File: src/rtl/banked_sram_mapper.sv
module banked_sram_mapper #(
  parameter int SRAM_KB = 1024,
  localparam int PAGES  = SRAM_KB / 8,
  localparam int PAGE_W = $clog2(PAGES),
  localparam int SA_W   = PAGE_W + 13
) (
  input  logic            clk,
  input  logic            rst_n,
  input  logic [15:0]     cpu_addr,
  input  logic [7:0]      cpu_din,
  input  logic            cpu_rd,
  input  logic            cpu_wr,
  output logic [7:0]      cpu_dout,
  output logic [SA_W-1:0] sram_addr,
  output logic            sram_we,
  output logic [7:0]      sram_wdata,
  input  logic [7:0]      sram_rdata,
  output logic            ctl_reset,
  output logic            ctl_dreg_rd,
  output logic            ctl_dreg_wr,
  output logic            ctl_reg_rd,
  output logic            ctl_reg_wr,
  output logic [3:0]      ctl_reg_sel,
  output logic [7:0]      ctl_wdata,
  input  logic [7:0]      ctl_rdata,
  output logic [31:0]     dbg_bank
);

  logic [7:0] bank [4];
  logic       rd_q, wr_q;

  logic [2:0] win_raw;
  logic [1:0] win;
  logic [7:0] cur;
  logic       in_win, in_cfg, is_ctl, ctl_hit, dreg_area, rd_edge, wr_edge;

  assign win_raw   = cpu_addr[15:13] - 3'd2;
  assign win       = win_raw[1:0];
  assign in_win    = (cpu_addr[15:14] == 2'b01) || (cpu_addr[15:14] == 2'b10);
  assign in_cfg    = (cpu_addr[15:13] == 3'b011);
  assign cur       = bank[win];
  assign is_ctl    = (cur[7:6] == 2'b01);
  assign ctl_hit   = in_win && is_ctl;
  assign dreg_area = !cpu_addr[12];
  assign rd_edge   = cpu_rd && !rd_q;
  assign wr_edge   = cpu_wr && !wr_q && !in_cfg;

  assign sram_addr  = {cur[PAGE_W-1:0], cpu_addr[12:0]};
  assign sram_we    = cpu_wr && in_win && !in_cfg && !is_ctl && cur[7];
  assign sram_wdata = cpu_din;

  assign ctl_reset   = !rst_n;
  assign ctl_dreg_rd = rd_edge && ctl_hit && dreg_area;
  assign ctl_reg_rd  = rd_edge && ctl_hit && !dreg_area;
  assign ctl_dreg_wr = wr_edge && ctl_hit && dreg_area;
  assign ctl_reg_wr  = wr_edge && ctl_hit && !dreg_area;
  assign ctl_reg_sel = cpu_addr[3:0];
  assign ctl_wdata   = cpu_din;

  assign cpu_dout = !in_win ? 8'hFF : (is_ctl ? ctl_rdata : sram_rdata);
  assign dbg_bank = {bank[3], bank[2], bank[1], bank[0]};

  always_ff @(posedge clk or negedge rst_n) begin
    if (!rst_n) begin
      rd_q <= 1'b0;
      wr_q <= 1'b0;
      for (int i = 0; i < 4; i++) bank[i] <= 8'h00;
    end else begin
      rd_q <= cpu_rd;
      wr_q <= cpu_wr;
      if (cpu_wr && !wr_q && in_cfg) bank[cpu_addr[12:11]] <= cpu_din;
    end
  end

endmodule


File: config.mk
export PLATFORM = sky130hd
export DESIGN_NAME = banked_sram_mapper
export DESIGN_NICKNAME = d
export VERILOG_FILES = /design/src/rtl/banked_sram_mapper.sv
export SDC_FILE = /design/constraint.sdc
export NUM_CORES = 1
export LEC_CHECK = 0
export BUFFER_PORTS_ARGS = -buffer_cell sky130_fd_sc_hd__buf_4
export CAP_MARGIN = 40
export CORE_AREA = 3 3 77 79
export CTS_CLUSTER_DIAMETER = 30
export DETAILED_ROUTE_END_ITERATION = 6
export DIE_AREA = 0 0 80 82
export GPL_TIMING_DRIVEN = 0
export PLACE_DENSITY = 0.76
export SLEW_MARGIN = 5
export SYNTH_ARGS = -nofsm -noshare
export SYNTH_HDL_FRONTEND = slang
export SYNTH_SLANG_ARGS = --single-unit
File: constraint.sdc
create_clock -name clk -period 1.35 [get_ports clk]
set_input_delay 0.0675 -clock clk [delete_from_list [all_inputs] [get_ports clk]]
set_output_delay 0.0675 -clock clk [all_outputs]
set_load 0.01 [all_outputs]
; Yosys cells after proc, flatten, opt, wreduce, memory -nomap -nowiden
; Index checks and enable logic that the tools add are counted.
[totals]
ff_bits = 34
in_bits = 44
output_inout_bits = 86
word_cells = 47
[op_classes]
add_sub_neg = 1
magnitude_cmp = 3
n_eq_ne = 4
muxes = 8
bitwise = 2
n_reduce_logical = 23
[op_table]
columns = op, n
row1 = 8-bit two-way mux, 5
row2 = 32-bit bitwise mux, 1
row3 = 8-bit binary-select mux with 2-bit select, 1
row4 = 8-bit demux with 2-bit select, 1
row5 = 1-bit logical AND, 16
row6 = "3-bit greater-or-equal comparator, second input constant", 2
row7 = 1-bit zero test, 6
row8 = 2-bit NOT with 3-bit output, 2
row9 = "2-bit by 1-bit == test with 1-bit output, second input constant", 2
row10 = "3-bit by 2-bit == test with 1-bit output, second input constant", 1
row11 = "3-bit by 1-bit < comparator with 1-bit output, second input constant", 1
row12 = "2-bit == test, second input constant", 1
row13 = "2-bit subtractor, second input constant", 1
row14 = 1-bit logical OR, 1

; Logic depth before layout (Yosys ltp)
[depth]
ltp_word = 9
ltp_mapped = 5
mapped_depth_nobuf = 3

; Least setup slack after synthesis
; No wires, ideal clock.
[synth_path]
kind = reg2out
from = reg bank, in the netlist dbg_bank[15]
to = out ctl_dreg_rd
arrival_ps = 1500
required_ps = 1283
setup_slack_ps = -218
path_stages_with_launch = 4
path_buffers = 0
path_cell_list = dfrtp_1 -> mux4_2 -> nand2b_1 -> nor4_1
[synth_via]
elab_chain_cells = 7
[synth_lines]
columns = element, line_no
row1 = "start, declared", 29  ; logic [7:0] bank [4];
row2 = "start signal, assigned by index", 71  ; if (cpu_wr && !wr_q && in_cfg) bank[cpu_addr[12:11]] <= cpu_din;
row3 = 8-bit binary-select mux with 2-bit select, 41  ; assign cur = bank[win];
row4 = 8-bit two-way mux (not written as such) (2 in a row), 41
row5 = 2-bit by 1-bit == test with 1-bit output, 42  ; assign is_ctl = (cur[7:6] == 2'b01);
row6 = 1-bit logical AND, 43  ; assign ctl_hit = in_win && is_ctl;
row7 = 1-bit logical AND (2 in a row), 53  ; assign ctl_dreg_rd = rd_edge && ctl_hit && dreg_area;
row8 = "end, declared", 19  ; output logic ctl_dreg_rd,
; No other way between the ends. The select of a mux whose other input is x is not followed.

; Worst setup path after layout
[layout_path]
from = reg bank, in the netlist dbg_bank[6]
to = out cpu_dout[2]
[layout_via]
elab_chain_cells = 6
[layout_lines]
columns = element, line_no
row1 = 8-bit binary-select mux with 2-bit select, 41
row2 = 8-bit two-way mux (not written as such) (2 in a row), 41
row3 = 2-bit by 1-bit == test with 1-bit output, 42
row4 = 8-bit two-way mux (2 in a row), 60  ; assign cpu_dout = !in_win ? 8'hFF : (is_ctl ? ctl_rdata : sram_rdata);
row5 = "end, declared", 13  ; output logic [7:0] cpu_dout,
; No other way between the ends. The select of a mux whose other input is x is not followed.

==> flow_summary_export.csv <==
group,metric,value,unit
outcome,status,"complete, but fails checks",
outcome,failed_checks,"negative setup slack",
clock_network,clockRootBuffer,"clkbuf_8",
synthesis,synthFlopType,"dfrtp_1",
power,power_leakage,1.923,nW
sta,period_minus_slack,1881,ps
die,die_area,0.006560,sq mm
worst_setup_path,reg2regPathDepth,5,
global_routing,antenna_found_initial,0,
synthesis,yosysSeqAreaShare,0.4261,
synthesis,syn_nets,203,
placement,dp_hpwl,4.077,mm
layout,final.fill_count,436,
power,internal-power,2.646,mW
power,finalPower,3.628,mW
synthesis,syn_area,0.001997,sq mm
layout,diodes,0,
clock_network,cts.path.max_buffers,2,
worst_setup_path,end_kind,"output port",
power,p_clk_frac,0.263,
global_routing,grt_remaining_overflow,0,
layout,final_layout_size_suffix_gt1_frac,0.7771,
sta,fin_setup_tns,-8220,ps
clock_network,cts_sinks,34,
synthesis,yosys_warnings,0,
sta,period_share,1.393,
drt,drtIter0Drc,56,
drt,drcViolationCount,0,
sta,hold_viol,0,
die,core_area,0.005405,sq mm
power,p_sw_frac,0.2706,
power,ir_worst_vdd,0.7898,mV
layout,regArea,850.8,sq um
hold_path,hold_depth,2,
clock_network,cts_tree,"yes",
die,die_y,82,microns
synthesis,ys_seq_elements,34,
clock_network,numCtsBuffers,5,
placement,port_buffers,118,
synthesis,syn_avg_cell_area,12.56,sq um
synthesis,yosysUniqueCellTypes,22,
sta,maxSlewViolCount,0,
global_routing,grt_max_degree,36,
synthesis,syn_inst,159,
layout,syn_to_final_growth,83.02,%
worst_setup_path,crit_fanout,8,
clock_network,clk_pin_slew_worst_paths,70,ps
synthesis,synth-async-reset-ratio,1.000,
power,combinationalPowerShare,0.400,
die,fp-row-count,27,
drt,avgViaCountPerCell,4.609,
die,pin_count,130,
sta,fin_skew,8.595,ps
placement,gp_congestion,0.6481,
sta,final.setup.worst_slack,-530.8,ps
worst_setup_path,cp-start-kind,"flip-flop",
worst_setup_path,arrival,1810,ps
die,start_util,0.3694,
power,pwr-share-seq,0.338,
clock_network,htreeDepth,2,
sta,max_slew.worst_pin.slew,524.9,ps
worst_setup_path,cp_data_required_time,1280,ps
sta,setup_viol,38,
synthesis,synth_top_area_cell,"dfrtp_1",
drt,first_pass_iters,4,
synthesis,yosys-top-cells-count,"dfrtp_1 (34), buf_4 (33), mux2_2 (32)",
synthesis,yosys-top-cells-area,"dfrtp_1 (43%), mux2_2 (18%), buf_4 (12%), mux4_2 (9.0%), mux2i_1 (4.0%)",
power,p_per_area,992.6,mW/mm^2
synthesis,synth_top_area_frac,0.4261,
layout,nets,376,
worst_setup_path,crit_type,"reg -> out",
layout,multiInputGateArea,982.2,sq um
worst_setup_path,reg2reg_slack,-130,ps
sta,max_slew_margin,0.6500,
drt,vias,1862,
clock_network,insertion_delay,280,ps
global_routing,first_global_vias,1726,
synthesis,yosysMostFrequentCell,"dfrtp_1",
sta,grt_setup_unrepaired,"true",
power,p_sw,0.9818,mW
synthesis,synth_edf_count,0,
drt,wl_per_cell,15.13,microns
drt,wl,6.114,mm
global_routing,grt_usage,0.1773,
die,die_w,80,microns
hold_path,holdCritPathClass,"in -> reg",
run,cap_viol_max_count,0,
sta,max_freq,531.7,MHz
global_routing,grt_pass1_wl,8.825,mm
drt,ant_nets,0,
-- logic make-up (layout without fill, tap and decap cells) --
logic type	count (synthesis)	after routing	synth area share
multiplexers	48	48	0.3108
buffers and inverters	42	215	0.1498
flip-flops	34	34	0.4261
AND/OR/NAND/NOR	33	33	0.1065
AO/OA/AOI/OAI	1	1	0.002504
XOR/XNOR	1	1	0.004387
-- critical path, stage by stage (launching register included) --
cell	delay [ps]
dfrtp_1	400
mux4_2	520
nor2b_2	180
buf_6	140
mux2i_1	150
buf_4	140
-- sequential cells by signal, indices dropped and copies added (netlist names) --
| register | count |
|---|---|
| dbg_bank | 32 |
| rd_q | 1 |
| wr_q | 1 |
-- power by group through the flow --
stage | clock (mW) | combinational (mW) | sequential, mW
after floorplan | 0 | 0.488 | 1.31
after global placement | 0 | 1.09 | 1.26
after detailed placement | 0 | 1.11 | 1.27
after CTS | 0.975 | 1.36 | 1.22
after global routing | 1.02 | 1.56 | 1.24
final | 0.952 | 1.45 | 1.23
-- routing by layer --
layer / vias up / GRT usage / wire [microns]
met4: 0 / 0.04054 / 46
met5: - / 0 / 0
met3: 6 / 0.05373 / 566
met2: 81 / 0.3013 / 3143
met1: 902 / 0.2221 / 2358
li1: 873 / - / -
-- cells in the final DEF (no fill, tap or decap), drive strengths merged --
cell type	count
nand2	1
nand4	1
a21oi	1
xnor2	1
dlygate4sd3	3
mux2	32
and4	1
buf	200
mux4	8
inv	3
mux2i	8
nor4	6
dfrtp	34
nand3b	1
and3b	1
bufinv	1
nand2b	3
nor2b	2
nor2	16
clkbuf	8
and3	1
-- timing repair --
action	in CTS	in global routing
hold buffers	3	0
endpoints found under the setup margin	52	53
resized for setup	29	9
endpoints found under the hold margin	36	0
cloned	0	0
pin swaps	5	2
setup buffers	31	13
-- area by class of cell --
| class | instances | share of cell area |
|---|---|---|
| sequential | 34 | 0.2328 |
| timing repair buffer | 166 | 0.3595 |
| buffer | 39 | 0.08045 |
| clock buffer | 6 | 0.02259 |
| clock inverter | 1 | 0.008216 |
| tap | 72 | 0.02465 |
| inverter | 3 | 0.003081 |
| multi-input combinational | 83 | 0.2687 |
-- through the flow --
| step | hold WS (ps) | cell area [sq um] | utilization | std cells | setup WS [ps] |
|---|---|---|---|---|---|
| 6_report | 62.41 | 3655 | 0.6762 | 404 | -530.8 |
| 5_1_grt | 50.52 | 3655 | 0.6762 | 404 | -654.4 |
| 4_1_cts | 51.52 | 3525 | 0.6521 | 391 | -557.6 |
| 3_5_place_dp | 49.56 | 3043 | 0.5630 | 350 | -480.2 |
| 3_3_place_gp | 47.72 | 3032 | 0.5609 | 349 | -574.4 |
| 2_1_floorplan | -228.1 | 2056 | - | 159 | -185.9 |
-- worst paths after layout --
check | start | to
worst max-delay path | dbg_bank[6] | cpu_dout[2]
worst min-delay path | cpu_din[7] | dbg_bank[7]
worst max register to register | wr_q | dbg_bank[15]
worst min register to register | dbg_bank[30] | dbg_bank[30]
max in group asynchronous | rst_n | dbg_bank[21]
min in group asynchronous | rst_n | dbg_bank[3]
(Power assumes the default switching activity.)
